==> config.mk <==
export PLATFORM = sky130hd
export DESIGN_NAME = xirq_sense
export DESIGN_NICKNAME = d
export VERILOG_FILES = /design/src/rtl/xirq_pkg.sv /design/src/rtl/xirq_sync.sv /design/src/rtl/xirq_cfg.sv /design/src/rtl/xirq_line.sv /design/src/rtl/xirq_sense.sv
export SDC_FILE = /design/constraint.sdc
export NUM_CORES = 1
export LEC_CHECK = 0
export BUFFER_PORTS_ARGS = -buffer_cell sky130_fd_sc_hd__buf_2
export CELL_PAD_IN_SITES_DETAIL_PLACEMENT = 1
export CELL_PAD_IN_SITES_GLOBAL_PLACEMENT = 2
export CORE_MARGIN = 5
export CORE_UTILIZATION = 34
export CTS_BUF_LIST = sky130_fd_sc_hd__clkbuf_4
export DETAILED_ROUTE_END_ITERATION = 12
export PLACE_DENSITY_LB_ADDON = 0.1
export SLEW_MARGIN = 0
export SYNTH_ARGS = -nofsm -noshare
export SYNTH_HDL_FRONTEND = slang
export SYNTH_SLANG_ARGS = --single-unit
==> constraint.sdc <==
create_clock -name clk -period 4.2 [get_ports clk]
set_input_delay 0.84 -clock clk [delete_from_list [all_inputs] [get_ports clk]]
set_output_delay 0.84 -clock clk [all_outputs]
set_load 0.1 [all_outputs]
==> src/rtl/xirq_pkg.sv <==
package xirq_pkg;

  typedef enum logic [1:0] {
    SENSE_LVL_HI = 2'd0,
    SENSE_RISE   = 2'd1,
    SENSE_FALL   = 2'd2,
    SENSE_LVL_LO = 2'd3
  } sense_e;

  // level modes carry no latched state
  function automatic logic sense_is_level(sense_e c);
    return (c == SENSE_LVL_HI) || (c == SENSE_LVL_LO);
  endfunction

  // value of a level-mode request for a synchronized pin value
  function automatic logic level_active(sense_e c, logic s);
    return s ^ (c == SENSE_LVL_LO);
  endfunction

  // edge match from current and previous synchronized samples
  function automatic logic edge_match(sense_e c, logic cur, logic prv);
    case (c)
      SENSE_RISE: return cur & ~prv;
      SENSE_FALL: return ~cur & prv;
      default:    return 1'b0;
    endcase
  endfunction

endpackage

==> src/rtl/xirq_sync.sv <==
module xirq_sync #(
  parameter int WIDTH  = 4,
  parameter int STAGES = 2
) (
  input  logic             clk,
  input  logic             rst,
  input  logic [WIDTH-1:0] d_i,
  output logic [WIDTH-1:0] q_o
);
  logic [STAGES-1:0][WIDTH-1:0] chain_q;

  always_ff @(posedge clk) begin
    if (rst) begin
      chain_q <= '0;
    end else begin
      chain_q[0] <= d_i;
      for (int k = 1; k < STAGES; k++) chain_q[k] <= chain_q[k-1];
    end
  end

  assign q_o = chain_q[STAGES-1];
endmodule

==> src/rtl/xirq_cfg.sv <==
module xirq_cfg #(
  parameter int NUM_LINES = 4,
  localparam int MASK_LSB = 2 * NUM_LINES,
  localparam int ACK_LSB  = MASK_LSB + NUM_LINES,
  localparam int REG_W    = ACK_LSB + NUM_LINES
) (
  input  logic                       clk,
  input  logic                       rst,
  input  logic                       we_i,
  input  logic [REG_W-1:0]           wdata_i,
  output logic [NUM_LINES-1:0][1:0]  code_o,
  output logic [NUM_LINES-1:0]       unmask_o,
  output logic [NUM_LINES-1:0]       ack_o,
  output logic [REG_W-1:0]           rdata_o
);
  logic [NUM_LINES-1:0][1:0] code_q;
  logic [NUM_LINES-1:0]      unmask_q;

  always_ff @(posedge clk) begin
    if (rst) begin
      code_q   <= '0;
      unmask_q <= '0;
    end else if (we_i) begin
      code_q   <= wdata_i[MASK_LSB-1:0];
      unmask_q <= wdata_i[ACK_LSB-1:MASK_LSB];
    end
  end

  // acknowledge bits act only in the write cycle, nothing is stored
  assign ack_o    = we_i ? wdata_i[REG_W-1:ACK_LSB] : '0;
  assign code_o   = code_q;
  assign unmask_o = unmask_q;
  assign rdata_o  = {{NUM_LINES{1'b0}}, unmask_q, code_q};
endmodule

==> src/rtl/xirq_line.sv <==
module xirq_line
  import xirq_pkg::*;
(
  input  logic       clk,
  input  logic       rst,
  input  logic       sync_i,
  input  logic [1:0] code_i,
  input  logic       unmask_i,
  input  logic       ack_i,
  output logic       req_o,
  output logic       pend_o,
  output logic       edge_o,
  output logic       level_o
);
  sense_e code;
  logic   prev_q;
  logic   pend_q;

  assign code    = sense_e'(code_i);
  assign level_o = sense_is_level(code);
  assign edge_o  = edge_match(code, sync_i, prev_q);

  always_ff @(posedge clk) begin
    if (rst) prev_q <= 1'b0;
    else     prev_q <= sync_i;
  end

  // priority: level mode discards, edge sets, acknowledge clears
  always_ff @(posedge clk) begin
    if (rst)          pend_q <= 1'b0;
    else if (level_o) pend_q <= 1'b0;
    else if (edge_o)  pend_q <= 1'b1;
    else if (ack_i)   pend_q <= 1'b0;
  end

  assign pend_o = pend_q;
  assign req_o  = unmask_i & (level_o ? level_active(code, sync_i) : pend_q);
endmodule

==> src/rtl/xirq_sense.sv <==
module xirq_sense #(
  parameter int NUM_LINES   = 4,
  parameter int SYNC_STAGES = 2,
  localparam int REG_W      = 4 * NUM_LINES
) (
  input  logic                 clk,
  input  logic                 rst,
  input  logic [NUM_LINES-1:0] irq_pin_i,
  input  logic                 cfg_we_i,
  input  logic [REG_W-1:0]     cfg_wdata_i,
  output logic [REG_W-1:0]     cfg_rdata_o,
  output logic [NUM_LINES-1:0] req_o
);
  logic [NUM_LINES-1:0]      sync_w;
  logic [NUM_LINES-1:0][1:0] code_w;
  logic [NUM_LINES-1:0]      unmask_w;
  logic [NUM_LINES-1:0]      ack_w;
  logic [NUM_LINES-1:0]      pend_w;
  logic [NUM_LINES-1:0]      edge_hit_w;
  logic [NUM_LINES-1:0]      level_w;

  xirq_sync #(.WIDTH(NUM_LINES), .STAGES(SYNC_STAGES)) i_sync (
    .clk (clk), .rst (rst), .d_i (irq_pin_i), .q_o (sync_w)
  );

  xirq_cfg #(.NUM_LINES(NUM_LINES)) i_cfg (
    .clk      (clk),
    .rst      (rst),
    .we_i     (cfg_we_i),
    .wdata_i  (cfg_wdata_i),
    .code_o   (code_w),
    .unmask_o (unmask_w),
    .ack_o    (ack_w),
    .rdata_o  (cfg_rdata_o)
  );

  for (genvar i = 0; i < NUM_LINES; i++) begin : g_line
    xirq_line i_line (
      .clk      (clk),
      .rst      (rst),
      .sync_i   (sync_w[i]),
      .code_i   (code_w[i]),
      .unmask_i (unmask_w[i]),
      .ack_i    (ack_w[i]),
      .req_o    (req_o[i]),
      .pend_o   (pend_w[i]),
      .edge_o   (edge_hit_w[i]),
      .level_o  (level_w[i])
    );
  end
endmodule

# Word-level counts from Yosys, hierarchy flattened

Index checks and enable logic that the tools add are counted.

Register bits: 28
Input port bits: 23
Output and inout bits: 20

Equality and inequality tests: 12
Multiplexer cells: 17
Bitwise gates (word level): 24
Reduce and logical (&&, ||, !) cells: 16

Operator list:

| cell               | number |
|---|---|
| $eq 2x2->1 const B | 8 |
| $and 1x1->1        | 12 |
| $mux 1             | 12 |
| $eq 2x1->1 const B | 4 |
| $logic_not 2->1    | 4 |
| $not 1->1          | 8 |
| $pmux 1 s2         | 4 |
| $reduce_bool 2->1  | 4 |
| $reduce_or 2->1    | 4 |
| $logic_or 1x1->1   | 4 |
| $mux 4             | 1 |
| $xor 1x1->1        | 4 |

# Logic depth before layout (Yosys ltp)

Gate-level depths: netlist (run 1).

Depth after elaboration: 4
Mapped depth: 5
Mapped depth without buffers: 4

# Modules after synthesis

Synthesis (run 1) repeated with hierarchy kept, for this count alone.

Cells, all modules: 148
Area total of the unflattened synthesis: 1530.2 um2

Modules (own cells, without submodules):

| module    | instances | cells each | area an instance (um2) | sequential area each (um2) |
|---|---|---|---|---|
| xirq_line | 4         | 17         | 173.9                  | 40.0 |
| xirq_cfg  | 1         | 60         | 594.3                  | 240.2 |
| xirq_sync | 1         | 20         | 240.2                  | 160.2 |

# Worst setup path after synthesis (run 1)

Ideal clock, no wire load.

Path type: flip-flop to output port
Start: reg i_cfg.code_q (netlist bit i_cfg.code_o[0])
End: out req_o[0]
Arrival time: 1995 ps
Required time: 3360 ps
Path slack: 1365 ps
Stages on the path, launching flop included: 6
Path through: dfxtp_1 > inv_1 > ha_1 > nor2_1 > a211oi_1 > buf_4

Cells in the longest elaborated chain, start to end: 4
Elaborated cells between the ends (all ways): 6
Those cells by class: 1 x eq/ne; 1 x mux; 2 x bitwise; 2 x reduce/logical

RTL lines:

| item                                            | RTL line                       | source |
|---|---|---|
| from (decl)                                     | xirq_cfg.sv:16                 | `logic [NUM_LINES-1:0][1:0] code_q;` |
| from (signal assigned)                          | xirq_cfg.sv:24                 | `code_q <= wdata_i[MASK_LSB-1:0];` |
| $eq 2x2->1 or $logic_not 2->1 (tied branches)   | xirq_pkg.sv:12, xirq_pkg.sv:17 |  |
| $xor 1x1->1 or $logic_or 1x1->1 (tied branches) | xirq_pkg.sv:17, xirq_pkg.sv:12 |  |
| $mux 1 *                                        | xirq_line.sv:37                | `assign req_o = unmask_i & (level_o ? level_active(code, sync_i) : pend_q);` |
| $and 1x1->1 *                                   | xirq_line.sv:37                |  |
| to (decl)                                       | xirq_sense.sv:12               | `output logic [NUM_LINES-1:0] req_o` |

Every way passes the cells marked *; elsewhere a longest branch is shown, timed or not.

# Final worst setup path (run 1)

Start: reg i_cfg.code_q (netlist bit i_cfg.code_o[2])
End: out req_o[1]

The elaborated chain is that of the path after synthesis.

==> results.py, run 1 <==
metrics = {
    "clock_tree": {
        "cts_tree": "done",
        "clkSinkCount": 28,
        "root_buffer": "clkbuf_4",
        "insertion_delay_ns": 0.32,
        "cts_max_level": 1,
        "ctsResizeCount": 0,
        "cts_setup_buffers": 0,
        "clockBufferDepth": 2,
        "numCtsBuffers": 3,
        "hold_buffers": 0,
        "clkTransAtPathRegs_ns": 0.15,
    },
    "routing": {
        "drt_iter0_drc": 31,
        "viasPerCell": 4.42,
        "drc": 0,
        "vias": 938,
        "wl_um": 2500,
        "wire_per_inst_um": 11.8,
        "ant_nets": 0,
        "first_pass_iters": 2,
    },
    "power_and_ir_drop": {
        "ir_drop_uv": 203,
        "p_leak_nw": 0.708,
        "powerDensity_nw_per_um2": 347,
        "power_uw": 531,
    },
    "grt": {
        "grt_pass1_wl_um": 4240,
        "grt_pass1_vias": 938,
        "grt_use_total_pct": 9.87,
        "antenna_found_initial": 0,
        "grt_overflow_total": 0,
        "grt_max_degree": 29,
    },
    "place": {
        "dpl_worst_slack_ns": 1.84,
        "gp_congestion": 0.711,
        "port_buffers": 38,
        "placed_cells": 208,
        "place_area_um2": 1500,
        "dp_hpwl_um": 1910,
    },
    "critical_path": {
        "crit_required_ns": 3.36,
        "path_buf_inv": 2,
        "crit_cells": 5,
        "worstPathMaxFanout": 5,
        "critical-path-max-stage-delay_ns": 0.46,
        "worstSetupEndpointType": "output pin",
        "cp_data_arrival_time_ns": 1.86,
        "crit_path_start_kind": "flip-flop",
        "critPathSlowestCell": "buf_2",
        "path_class": "flip-flop to output pin",
        "cp_cell_sequence": "inv_1 -> ha_1 -> nor2_1 -> a211oi_1 -> buf_2",
        "ff2ff_path_depth": 3,
        "crit_family": "buffers and inverters",
    },
    "logic_synthesis": {
        "yosysUniqueCellTypes": 16,
        "yosys_warnings": 0,
        "synth_top_area_share_pct": 40.4,
        "syn-cell-area_um2": 1390,
        "avgSynthCellArea_um2": 10.4,
        "synthCells": 134,
        "yosys.area.top_type": "dfxtp_1",
        "yosysSeqAreaShare_pct": 40.4,
        "ys_ff_latch": 28,
        "synthTopCellsByArea": "dfxtp_1 40%, ha_1 11%, mux2i_1 8.6%",
    },
    "die": {
        "rows": 23,
        "io_pins": 43,
        "die_h_um": 73.9,
        "die_w_um": 73.9,
        "start_util_pct": 35.0,
        "die-area_um2": 5460,
        "placeableCoreArea_um2": 3970,
    },
    "sta": {
        "fmax_mhz": 370,
        "relSlewSlack_pct": 63.1,
        "setup_viol": 0,
        "setup_tns_ns": 0,
        "clock_skew_ns": 0.00861,
        "tightest_slew_ns": 0.554,
        "rsz0062_at_grt": "no",
        "period_needed_ns": 2.70,
        "fin_crit_sh_pct": 64.3,
        "final_hold_viol_count": 0,
        "setup_slack_ns": 1.50,
        "slew_viol_final": 0,
    },
    "worst_hold_path": {
        "min_path_cells": 1,
        "hp-class": "flip-flop to flip-flop",
    },
    "cells_and_area": {
        "fin_cells": 212,
        "drive_gt1_share_pct": 27.8,
        "diodes": 0,
        "fin_area_um2": 1530,
        "finalNetCount": 198,
        "area_growth_syn_to_layout_pct": 10.2,
    },
    "job": {
        "maxCapViolCount": 0,
    },
    "outcome": {
        "outcome": "complete, no violations",
    },
}
worst register-to-register path, cell delays in order, from the launching register on:
cell and delay, ns:
dfxtp_1 0.43, inv_1 0.07, ha_1 0.34, a311oi_2 0.19
power breakdown:
| group | internal [mW] | switching [mW] |
|---|---|---|
| Clock | 0.0348 | 0.0742 |
| Combinational | 0.0305 | 0.104 |
| Sequential | 0.277 | 0.0100 |
layout by cell type, fill, tap and decap left out:
cell / n
clkbuf_4: 3
a211oi_1: 4
buf_2: 38
inv_1: 12
ha_1: 12
nor2b_1: 12
nor2_1: 16
xnor2_1: 4
mux2i_1: 12
conb_1: 4
dfxtp_1: 28
nand3b_1: 8
clkinv_1: 1
a311oi_2: 4
a21bo_1: 4
cells in the mapped netlist:
| master | instances |
|---|---|
| a211oi_1 | 4 |
| a21bo_1 | 4 |
| a311oi_2 | 4 |
| buf_12 | 1 |
| buf_2 | 1 |
| buf_4 | 12 |
| buf_6 | 3 |
| conb_1 | 1 |
| dfxtp_1 | 28 |
| ha_1 | 12 |
| inv_1 | 12 |
| mux2i_1 | 12 |
| nand3b_1 | 8 |
| nor2_1 | 16 |
| nor2b_1 | 12 |
| xnor2_1 | 4 |
state kept, by name (all words and copies together) (netlist names):
signal,count
g_line.i_line.prev_q,4
i_sync.q_o,4
g_line.i_line.pend_o,4
i_cfg.unmask_o,4
i_cfg.code_o,8
i_sync.chain_q,4
kinds of logic (layout without fill, tap and decap cells):
family                     Yosys count  count (layout)  share of synthesized area (%)
AOI/OAI and AO/OA                   12              12                           9.37
xor gates and xnor gates             4               4                           2.52
adders and majority gates           12              12                           10.8
buffers and inverters               29              54                           14.0
DFF                                 28              28                           40.4
muxes                               12              12                           8.65
other                                1               4                          0.270
and+or+nand+nor                     36              36                           14.1
path summary, 6_finish.rpt:
path              slack (ns)                      end               from
setup / recovery        1.50                 req_o[1]    i_cfg.code_o[2]
hold reg to reg         0.45            i_sync.q_o[1]  i_sync.chain_q[1]
setup reg to reg        3.10  g_line[3].i_line.pend_o    i_cfg.code_o[6]
hold / removal          0.45            i_sync.q_o[1]  i_sync.chain_q[1]
routing by layer:
metal / GRT usage (%) / vias up / part of all wire, % / wire length [um]
met2: 16.7 / 24 / 48 / 1210
met5: 0 / - / 0 / 0
met4: 1.21 / 0 / 0.60 / 15
met3: 3.69 / 2 / 7.3 / 182
li1: - / 474 / - / -
met1: 12.3 / 438 / 44 / 1100
metrics by stage:
step	hold slack [ns]	utilization (%)
floorplan	0.414	-
global placement	0.418	37.9
detailed placement	0.425	37.9
CTS	0.451	38.5
global route	0.477	38.5
finish	0.446	38.5
layout make-up:
| type | count | area [um2] |
|---|---|---|
| Sequential cell | 28 | 561 |
| Timing Repair Buffer | 38 | 190 |
| Clock inverter | 1 | 3.75 |
| Clock buffer | 3 | 22.5 |
| Tap cell | 50 | 62.6 |
| Fill cell | 475 | 2440 |
| Multi-Input combinational cell | 80 | 646 |
| Inverter | 12 | 45.0 |
Note: power is estimated with default switching activity, not from simulation.
==> run 2: changes to the inputs <==
--- a/config.mk
+++ b/config.mk
@@ -9,7 +9,7 @@
 export CELL_PAD_IN_SITES_DETAIL_PLACEMENT = 1
 export CELL_PAD_IN_SITES_GLOBAL_PLACEMENT = 2
 export CORE_MARGIN = 5
-export CORE_UTILIZATION = 34
+export CORE_UTILIZATION = 29
 export CTS_BUF_LIST = sky130_fd_sc_hd__clkbuf_4
 export DETAILED_ROUTE_END_ITERATION = 12
 export PLACE_DENSITY_LB_ADDON = 0.1
==> constraint.sdc (replaced) <==
create_clock -name clk -period 2.2 [get_ports clk]
set_input_delay 0.44 -clock clk [delete_from_list [all_inputs] [get_ports clk]]
set_output_delay 0.44 -clock clk [all_outputs]
set_load 0.1 [all_outputs]
==> run 2 against run 1 <==
Against the previous run: first-iteration DRC count shrank 39%; worst hold slack lost 0.13 ns; design area grew 5.7%; clock power grew 98%; clock skew shrank 0.0034 ns; register-to-register slack lost 2.0 ns; combinational power grew 100%; die area grew 15%; routed wire length grew 6.4%.
==> results.py, run 2 (synthesis results as in run 1) <==
metrics = {
    "cells_and_area": {
        "largest_reg_flops": 8,
        "layout_common_cells": "34 x buf_2, 20 x dfxtp_1, 16 x nor2_1",
        "utilization_pct": 34.5,
        "area_growth_syn_to_layout_pct": 16.5,
        "finalNetCount": 198,
        "fillerInstances": 565,
        "final_common_cell": "buf_2",
        "drive_gt1_share_pct": 35.2,
        "diodes": 0,
        "fin_cells": 216,
        "fin_area_um2": 1620,
    },
    "critical_path": {
        "ff2ff_path_depth": 3,
        "cp_data_arrival_time_ns": 1.67,
        "startpoint": "i_cfg.code_o[2]",
        "critical-path-max-stage-delay_ns": 0.40,
        "crit_required_ns": 1.76,
        "crit_family": "flip-flops",
        "crit_cells": 5,
        "r2r_slack_ns": 1.15,
        "critPathSlowestCell": "dfxtp_4",
        "crit_path_start_kind": "flip-flop",
        "path_class": "flip-flop to output pin",
        "cp_cell_sequence": "inv_1 -> ha_1 -> nor2_1 -> a211oi_2 -> buf_12",
        "worstSetupEndpointType": "output pin",
        "crit_path_end": "req_o[1]",
        "path_buf_inv": 2,
        "worstPathMaxFanout": 5,
        "timing.rr.start": "i_cfg.code_o[2]",
        "r2r_end": "g_line[1].i_line.pend_o",
    },
    "routing": {
        "first_pass_iters": 2,
        "wirelength_met1_um": 1140,
        "vias": 943,
        "wire_per_inst_um": 12.3,
        "ant_nets": 0,
        "wl_met3_um": 175,
        "route.met2.wl_um": 1320,
        "wl_um": 2660,
        "routed.top_layer": "met4",
        "drc": 0,
        "drt_iter0_drc": 19,
        "viasPerCell": 4.37,
    },
    "power_and_ir_drop": {
        "powerDensity_nw_per_um2": 641,
        "p_leak_nw": 0.722,
        "ir_drop_uv": 321,
    },
    "sta": {
        "rsz0062_at_grt": "no",
        "fin_crit_sh_pct": 95.7,
        "hold_ws_ns": 0.315,
        "period_needed_ns": 2.11,
        "tightest_slew_ns": 0.573,
        "clock_skew_ns": 0.00521,
        "fmax_mhz": 475,
        "setup_viol": 0,
        "final_hold_viol_count": 0,
        "slew_viol_final": 0,
        "setup_tns_ns": 0,
        "relSlewSlack_pct": 61.8,
    },
    "clock_tree": {
        "numCtsBuffers": 3,
        "cts_max_level": 1,
        "root_buffer": "clkbuf_4",
        "clkTransAtPathRegs_ns": 0.15,
        "clockBufferDepth": 2,
        "insertion_delay_ns": 0.33,
        "cts_tree": "done",
        "clkSinkCount": 28,
        "hold_buffers": 0,
    },
    "grt": {
        "grt_pass1_wl_um": 4580,
        "grt_pass1_vias": 1008,
        "grt_max_degree": 29,
        "grt_overflow_total": 0,
        "grt_use_total_pct": 9.24,
        "antenna_found_initial": 0,
    },
    "place": {
        "gp_congestion": 0.703,
        "port_buffers": 38,
        "place_area_um2": 1550,
        "placed_cells": 212,
        "dp_hpwl_um": 1960,
    },
    "outcome": {
        "outcome": "complete, no violations",
    },
    "die": {
        "start_util_pct": 29.6,
        "die-area_um2": 6270,
        "rows": 25,
        "io_pins": 43,
        "die_w_um": 79.2,
        "die_h_um": 79.2,
        "placeableCoreArea_um2": 4690,
    },
    "worst_hold_path": {
        "hp-class": "input port to flip-flop",
    },
    "job": {
        "maxCapViolCount": 0,
    },
}
-- run 2: changes by cell type in the layout (fill, tap and decap cells not counted), moves of 4 or more --
cell	delta
dfxtp_1	-8
a211oi_2	+4
a211oi_1	-4
buf_2	-4
dfxtp_2	+6
-- run 2: area by class of cell --
| cell class | instances | area [um2] | area share [%] |
|---|---|---|---|
| Clock buffer | 3 | 22.5 | 1.39 |
| Tap cell | 54 | 67.6 | 4.18 |
| Multi-Input combinational cell | 80 | 666 | 41.1 |
| Clock inverter | 1 | 3.75 | 0.232 |
| Inverter | 12 | 45.0 | 2.78 |
| Timing Repair Buffer | 38 | 238 | 14.7 |
| Sequential cell | 28 | 576 | 35.6 |
-- run 2: where the power goes --
group | switching [mW] | leakage (nW) | internal (mW)
registers | 0.0189 | 0.233 | 0.530
clock network | 0.150 | 0.0154 | 0.0666
logic | 0.206 | 0.473 | 0.0668
-- run 2: per-layer routing --
| metal | up-vias | GRT usage, % |
|---|---|---|
| li1 | 476 | - |
| met1 | 442 | 10.4 |
| met2 | 23 | 16.4 |
| met3 | 2 | 3.29 |
| met4 | 0 | 2.58 |
| met5 | - | 0 |
-- run 2: worst min path at each step --
stage / startpoint / to / slack (ns) / cells after the start
final: irq_pin_i[0] / i_sync.chain_q[0] / 0.32 / 2
after global routing: irq_pin_i[0] / i_sync.chain_q[0] / 0.30 / 2
after CTS: irq_pin_i[0] / i_sync.chain_q[0] / 0.29 / 2
after detailed placement: i_sync.chain_q[1] / i_sync.q_o[1] / 0.43 / 1
after global placement: i_sync.chain_q[0] / i_sync.q_o[0] / 0.42 / 1
after floorplan: i_sync.chain_q[0] / i_sync.q_o[0] / 0.41 / 1
-- run 2: repair_timing --
action | 4_1_cts | 5_1_grt
endpoints found under the setup margin | 4 | 3
setup buffers | 0 | 0
resized for setup | 4 | 6
-- run 2: per-stage QoR --
stage / worst slack [ns] / power (mW)
2_1_floorplan: 0.113 / 0.796
3_3_place_gp: 0.342 / 0.824
3_5_place_dp: 0.337 / 0.829
4_1_cts: 0.0482 / 1.06
5_1_grt: 0.0000184 / 1.10
6_report: 0.0940 / 1.04
-- run 2: worst reg2reg max path, cell delays in order, from the launching register on --
cell and delay, ns:
dfxtp_4 0.40, inv_1 0.05, ha_1 0.34, a311oi_2 0.19
